$ cat config.mk
export PLATFORM = sky130hd
export DESIGN_NAME = brcond_unit
export DESIGN_NICKNAME = d
export VERILOG_FILES = /design/src/rtl/brc_pkg.sv /design/src/rtl/brc_ctrl.sv /design/src/rtl/brc_datapath.sv /design/src/rtl/brcond_unit.sv
export SDC_FILE = /design/constraint.sdc
export NUM_CORES = 1
export LEC_CHECK = 0
export BUFFER_PORTS_ARGS = -buffer_cell sky130_fd_sc_hd__clkbuf_2
export CAP_MARGIN = 20
export CORE_UTILIZATION = 53
export CTS_CLUSTER_DIAMETER = 30
export DETAILED_ROUTE_END_ITERATION = 10
export PLACE_DENSITY = 0.78
export SYNTH_ARGS = -nofsm -noshare
export SYNTH_HDL_FRONTEND = slang
export SYNTH_SLANG_ARGS = --single-unit
$ cat constraint.sdc
create_clock -name clk -period 3.19 [get_ports clk]
set_input_delay 0 -clock clk [delete_from_list [all_inputs] [get_ports clk]]
set_output_delay 0 -clock clk [all_outputs]
set_load 0.02 [all_outputs]
$ cat src/rtl/brc_pkg.sv
package brc_pkg;

  // Status flags presented with each request
  typedef struct packed {
    logic sat;
    logic s;
    logic z;
    logic cy;
    logic ov;
  } brc_flags_t;

  // Strobes from the condition control into the address datapath
  typedef struct packed {
    logic take;
    logic valid;
  } brc_strobe_t;

  // Selector encodings; bit 3 inverts the low-half test, except at 13
  typedef enum logic [3:0] {
    SEL_OV   = 4'd0,
    SEL_CY   = 4'd1,
    SEL_Z    = 4'd2,
    SEL_CYZ  = 4'd3,
    SEL_S    = 4'd4,
    SEL_ALW  = 4'd5,
    SEL_LT   = 4'd6,
    SEL_LE   = 4'd7,
    SEL_NOV  = 4'd8,
    SEL_NCY  = 4'd9,
    SEL_NZ   = 4'd10,
    SEL_NCYZ = 4'd11,
    SEL_NS   = 4'd12,
    SEL_SAT  = 4'd13,
    SEL_GE   = 4'd14,
    SEL_GT   = 4'd15
  } brc_sel_e;

endpackage

$ cat src/rtl/brc_ctrl.sv
module brc_ctrl
  import brc_pkg::*;
(
  input  logic        clk,
  input  logic        rstN,
  input  logic        inValid,
  input  logic [3:0]  condSel,
  input  brc_flags_t  flags,
  output brc_strobe_t strobes
);

  logic       signedLess;
  logic       baseHit;
  logic       condHit;
  logic [2:0] lowSel;
  logic       invertSel;

  assign signedLess = flags.s ^ flags.ov;
  assign lowSel     = condSel[2:0];
  assign invertSel  = condSel[3];

  // Base test for the lower half of the selector space
  always_comb begin
    unique case (lowSel)
      3'd0: baseHit = flags.ov;
      3'd1: baseHit = flags.cy;
      3'd2: baseHit = flags.z;
      3'd3: baseHit = flags.cy | flags.z;
      3'd4: baseHit = flags.s;
      3'd5: baseHit = 1'b1;
      3'd6: baseHit = signedLess;
      default: baseHit = flags.z | signedLess;
    endcase
  end

  // Upper half negates, except the slot paired with "always"
  always_comb begin
    if (condSel == SEL_SAT) condHit = flags.sat;
    else                    condHit = baseHit ^ invertSel;
  end

  assign strobes.valid = inValid;
  assign strobes.take  = inValid & condHit;


  always_sel_chk: assert property (@(posedge clk) disable iff (!rstN)
    (inValid && condSel == SEL_ALW) |-> strobes.take);


  take_needs_valid_chk: assert property (@(posedge clk) disable iff (!rstN)
    strobes.take |-> inValid);


  sat_sel_chk: assert property (@(posedge clk) disable iff (!rstN)
    (inValid && condSel == SEL_SAT) |-> (strobes.take == flags.sat));

endmodule

$ cat src/rtl/brc_datapath.sv
module brc_datapath
  import brc_pkg::*;
#(
  parameter int PC_W     = 32,
  parameter int DISP_W   = 9,
  parameter int INSN_LEN = 2,
  parameter bit REG_OUT  = 1'b1
)(
  input  logic              clk,
  input  logic              rstN,
  input  brc_strobe_t       strobes,
  input  logic [DISP_W-1:0] dispField,
  input  logic [PC_W-1:0]   curPc,
  output logic              outValid,
  output logic              taken,
  output logic [PC_W-1:0]   nextPc
);

  localparam int EXT_W = PC_W - DISP_W;

  logic [PC_W-1:0] dispExt;
  logic [PC_W-1:0] targetPc;
  logic [PC_W-1:0] seqPc;
  logic [PC_W-1:0] nextPcComb;

  assign dispExt    = {{EXT_W{dispField[DISP_W-1]}}, dispField};
  assign targetPc   = curPc + dispExt;
  assign seqPc      = curPc + PC_W'(INSN_LEN);
  assign nextPcComb = strobes.take ? targetPc : seqPc;

  generate
    if (REG_OUT) begin : g_reg
      logic            validQ;
      logic            takenQ;
      logic [PC_W-1:0] pcQ;

      always_ff @(posedge clk) begin
        if (!rstN) begin
          validQ <= 1'b0;
          takenQ <= 1'b0;
          pcQ    <= '0;
        end else begin
          validQ <= strobes.valid;
          takenQ <= strobes.take;
          pcQ    <= nextPcComb;
        end
      end

      assign outValid = validQ;
      assign taken    = takenQ;
      assign nextPc   = pcQ;


      latency_chk: assert property (@(posedge clk) disable iff (!rstN)
        outValid == $past(strobes.valid));


      taken_valid_chk: assert property (@(posedge clk) disable iff (!rstN)
        taken |-> outValid);
    end else begin : g_comb
      assign outValid = strobes.valid;
      assign taken    = strobes.take;
      assign nextPc   = nextPcComb;
    end
  endgenerate


  zero_disp_chk: assert property (@(posedge clk) disable iff (!rstN)
    (strobes.take && dispField == '0) |-> (nextPcComb == curPc));


  seq_step_chk: assert property (@(posedge clk) disable iff (!rstN)
    (!strobes.take) |-> ((nextPcComb - curPc) == PC_W'(INSN_LEN)));

endmodule

$ cat src/rtl/brcond_unit.sv
module brcond_unit
  import brc_pkg::*;
#(
  parameter int PC_W     = 32,
  parameter int DISP_W   = 9,
  parameter int INSN_LEN = 2,
  parameter bit REG_OUT  = 1'b1
)(
  input  logic              clk,
  input  logic              rstN,
  input  logic              inValid,
  input  logic [3:0]        condSel,
  input  logic [DISP_W-1:0] dispField,
  input  logic [PC_W-1:0]   curPc,
  input  logic              flagOv,
  input  logic              flagCy,
  input  logic              flagZ,
  input  logic              flagS,
  input  logic              flagSat,
  output logic              outValid,
  output logic              taken,
  output logic [PC_W-1:0]   nextPc
);

  brc_flags_t  flagBus;
  brc_strobe_t strobes;

  assign flagBus = '{sat: flagSat, s: flagS, z: flagZ, cy: flagCy, ov: flagOv};

  brc_ctrl ctrl_i (
    .clk     (clk),
    .rstN    (rstN),
    .inValid (inValid),
    .condSel (condSel),
    .flags   (flagBus),
    .strobes (strobes)
  );

  brc_datapath #(
    .PC_W     (PC_W),
    .DISP_W   (DISP_W),
    .INSN_LEN (INSN_LEN),
    .REG_OUT  (REG_OUT)
  ) dp_i (
    .clk       (clk),
    .rstN      (rstN),
    .strobes   (strobes),
    .dispField (dispField),
    .curPc     (curPc),
    .outValid  (outValid),
    .taken     (taken),
    .nextPc    (nextPc)
  );

endmodule

== Word level (Yosys, flattened, before mapping) ==
Index checks and enable logic that the tools add are counted.
Storage, ports and cells
  register bits: 34
  word-level logic and storage cells: 21
  input port bits: 53
Cells by class
  reduce and logical (&&, ||, !) cells: 1
  bitwise logic cells: 5
  muxes and demuxes: 3
  $add $sub $neg: 2
  equality and inequality tests: 7
Operator list (count)
  $add 32x2->32 const B: 1
  $add 32x32->32: 1
  $mux 32: 1
  $eq 3x3->1 const B: 3
  $pmux 1 s7: 1
  $eq 3x2->1 const B: 2
  $eq 4x4->1 const B: 1
  $eq 3x1->1 const B: 1
  $logic_not 3->1: 1
  $or 1x1->1: 2
  $xor 1x1->1: 2
  $and 1x1->1: 1
  $mux 1: 1

== Logic depth before layout (Yosys ltp) ==
  depth in word-level cells: 7
  mapped depth: 9
  depth with buffers taken out: 9

== Cells and area by module ==
Synthesis repeated with hierarchy kept, for this count alone.
Second synthesis, totals
  cell total of the unflattened synthesis: 432
  area total of the unflattened synthesis: 3331.9 um^2
By module, submodules not included
  brc_datapath: cells each 416, times used 1, area an instance 3214.3 um^2
  brc_ctrl: cells each 16, times used 1, area an instance 117.6 um^2

== Worst setup path before layout ==
Ideal clock, no wire load.
  path type: input to register
  start: input dispField[0]
  end: register dp_i.g_reg.pcQ[24] (netlist: dp_i.nextPc[24])
  stages on the path: 9
  data required time: 3073 ps
  setup slack: 967 ps
  arrival: 2105 ps
  cells stage by stage: ha_1 > fa_1 > a21oi_1 > o211ai_1 > and3_1 > o21ai_0 > a2111oi_0 > or3_1 > a32o_1
On the way
  cells in the longest elaborated chain, start to end: 2
RTL lines
  from (decl): RTL line brcond_unit.sv:13  | input logic [DISP_W-1:0] dispField,
  $add 32x32->32: RTL line brc_datapath.sv:27  | assign targetPc = curPc + dispExt;
  $mux 32: RTL line brc_datapath.sv:29  | assign nextPcComb = strobes.take ? targetPc : seqPc;
  to (signal assigned): RTL line brc_datapath.sv:45  | pcQ <= nextPcComb;
  to (decl): RTL line brc_datapath.sv:35  | logic [PC_W-1:0] pcQ;
No other way between the ends.
A chain may end at the register's enable or synchronous reset.

== Final worst setup path ==
  start: input curPc[0]
  end: register dp_i.g_reg.pcQ[24] (netlist: dp_i.nextPc[24])
On the way
  cells in the longest elaborated chain, start to end: 2
  elaborated cells on any way between the ends: 3
RTL lines
  from (decl): RTL line brcond_unit.sv:14  | input logic [PC_W-1:0] curPc,
  $add 32x2->32 or $add 32x32->32 (tied branches): RTL line brc_datapath.sv:28, brc_datapath.sv:27
  $mux 32 (*): RTL line brc_datapath.sv:29
Mark *: on every way between the ends. The rest lies on a longest branch, timed or not.

==> flow_summary.json <==
{
  "finalSetupViolCount": 0,
  "clockRootBuffer": "clkbuf_8",
  "first_global_vias": 3487,
  "dp_hpwl_um": 7543,
  "yosys.area_share.simple_pct": 23.40,
  "initial_core_util_pct": 54.66,
  "hold_viol": 0,
  "grt_antenna_before_repair": 0,
  "io_buffers": 86,
  "pin_count": 87,
  "synth-seq-cells": 34,
  "num_rows": 29,
  "ant_nets": 0,
  "die_h_um": 82.93,
  "fmax_mhz": 332.4,
  "drt_iter0_markers": 300,
  "synthAdderAreaFrac_pct": 12.11,
  "grt_max_degree": 48,
  "synthXorXnorAreaFrac_pct": 12.11,
  "clockBufferDepth": 2,
  "critPathKind": "input pin to flip-flop",
  "cts_tree": "done",
  "crit_required_ns": 3.38,
  "n_antenna_cell": 0,
  "synth-warning-count": 0,
  "gp_congestion": 0.9308,
  "core_region_area_mm2": 0.006350,
  "crit_path_start_kind": "input pin",
  "clkSinkCount": 34,
  "grt_usage_pct": 28.50,
  "max-vdd-ir-drop_uv": 224.0,
  "drc": 0,
  "dieArea_mm2": 0.006877,
  "area_delta_synth_final_pct": 19.54,
  "fin_tns_setup_ns": 0,
  "synth_cell_types": 60,
  "firstDrtPassIters": 5,
  "synth_top_family_by_area": "compound AO/OA/AOI/OAI gates",
  "placed_area_mm2": 0.004009,
  "synthMuxAreaShare_pct": 1.009,
  "chipWidth_um": 82.93,
  "synth_nets": 538,
  "path_clk_slew_ns": 0.08,
  "synth-edff-count": 0,
  "routed_wl_um": 9814,
  "holdCritPathClass": "input pin to flip-flop",
  "num_vias": 3804,
  "avgSynthCellArea_um2": 7.679,
  "powerDensity_mw_per_mm2": 369.6,
  "cp.arrival_ns": 3.20,
  "ys_seq_area_share_pct": 19.61,
  "drive_above_1_share_pct": 19.78,
  "overflow": 0,
  "htree_levels": 2,
  "fillCellCount": 591,
  "path_max_fanout": 4,
  "drv_cap": 0,
  "slew_viol_final": 0,
  "final_net_count": 626,
  "tightest_slew_ns": 0.6146,
  "netlist_area_mm2": 0.003471,
  "synth_compound_area_share_pct": 28.66,
  "endpoint_kind": "flip-flop",
  "avgRoutedWirePerCell_um": 15.88,
  "rsz0062_at_grt": "false",
  "power_w": 0.001533,
  "finish.instance_area_mm2": 0.004149,
  "synth_cells": 452,
  "finalCritPeriodShare_pct": 94.31,
  "status": "complete, no violations",
  "cts_buffers": 5,
  "min_period_ns": 3.009,
  "slew_headroom_pct": 57.97,
  "viasPerCell": 6.155,
  "synth_ff_type": "dfxtp_1",
  "p_leak_nw": 1.922,
  "grt_pass1_wl_um": 16190,
  "synthArstFlopShare_pct": 0
}
==> final timing paths <==
path	slack, ns	cells after the start	endpoint	startpoint
max	0.18	11	dp_i.nextPc[24]	curPc[0]
min	0.02	3	dp_i.nextPc[25]	curPc[25]
==> final cells by class <==
cell class / instances / area [µm²] / share of cell area (%)
Multi-Input combinational cell: 390 / 2688 / 64.78
Inverter: 13 / 48.80 / 1.176
Tap cell: 77 / 96.34 / 2.322
Clock buffer: 8 / 110.1 / 2.654
Sequential cell: 34 / 680.7 / 16.41
Timing Repair Buffer: 96 / 525.5 / 12.67
==> registers in the layout (all words and copies together), names as in the netlist <==
register       flops
dp_i.outValid      1
dp_i.nextPc       32
dp_i.taken         1
==> stage by stage <==
| step | hold WS [ns] | cells | setup WS (ns) | util [%] |
|---|---|---|---|---|
| 6_report | 0.01637 | 618 | 0.1815 | 65.34 |
| 4_1_cts | 0.01816 | 618 | 0.2277 | 65.34 |
| 3_3_place_gp | 0.2484 | 607 | 0.5348 | 63.13 |
| 5_1_grt | 0.05769 | 618 | 0.02596 | 65.34 |
| 2_1_floorplan | 0.09563 | 452 | 0.9671 | - |
| 3_5_place_dp | 0.2534 | 607 | 0.4391 | 63.13 |
==> logic make-up (layout without fill, tap and decap cells) <==
logic type	Yosys count	after routing
XOR/XNOR	48	48
AO/OA/AOI/OAI	147	147
buffers and inverters	28	117
multiplexers	3	3
AND/OR/NAND/NOR	159	159
adder cells (fa/ha/maj)	33	33
flip-flops	34	34
==> placed cells by master (no fill, tap or decap), types with 3 or more instances in the layout <==
cell type      count
and3_1            11
nor3_1             4
xor2_1            15
xnor2_1           33
o211ai_1           5
o21bai_1           5
nand2_1           35
nor2_1            43
nand4_1           10
a211o_1            3
o211a_1            3
nand3_1           23
and4_1             4
clkbuf_2          86
dfxtp_1           34
inv_1             12
and2_1             3
a21o_1            16
clkbuf_8           8
o21ai_0           23
a211oi_1          18
o21a_1             4
a2111oi_0          4
a21oi_1           40
buf_4              6
or3_1              6
o221ai_1           3
ha_1              32
nor4_1             3
dlygate4sd3_1      3
nor2b_1            3
==> repair_timing <==
item | in CTS | in global routing
buffers inserted | 0 | 0
resized for setup | 0 | 0
hold buffers | 3 | 0
hold endpoints to repair | 3 | 0
==> worst max-delay path: stages <==
cell and delay [ns]:
dlygate4sd3_1 0.53, clkbuf_2 0.11, ha_1 0.22, fa_1 0.41, a21oi_1 0.31, o211ai_1 0.22, and3_1 0.23, o21ai_0 0.35
a2111oi_0 0.22, or3_1 0.34, a32o_1 0.26
==> where the power goes <==
part	total (W)	internal, W	leakage, nW	switching (W)
logic	0.000656	0.000260	1.58	0.000396
clock network	0.000397	0.000218	0.0575	0.000179
registers	0.000480	0.000468	0.284	0.0000121
==> cells in the mapped netlist (5+ instances only) <==
library cell  instances  area [µm²]
nand4_1              10       62.56
o211ai_1              5       37.54
clkbuf_1             11       41.29
nand3_1              23       115.1
dfxtp_1              34       680.7
o21bai_1              5       37.54
xnor2_1              33       289.0
xor2_1               15       131.4
a21oi_1              40       200.2
and3_1               11       68.82
o21ai_0              23       115.1
ha_1                 32       400.4
inv_1                12       45.04
nor3_1                5       25.02
a21o_1               16       120.1
nand2_1              35       131.4
or3_1                 6       37.54
a211oi_1             18       135.1
nor2_1               43       161.4
==> layer usage <==
| metal | global-route usage (%) | routed length, µm | vias up |
|---|---|---|---|
| met5 | 0 | 0 | - |
| met4 | 10.34 | 219 | 0 |
| met3 | 4.672 | 704 | 23 |
| met2 | 44.49 | 4261 | 166 |
| met1 | 39.49 | 4629 | 1735 |
| li1 | - | - | 1880 |
No activity file was read; power rests on OpenSTA's default activity.
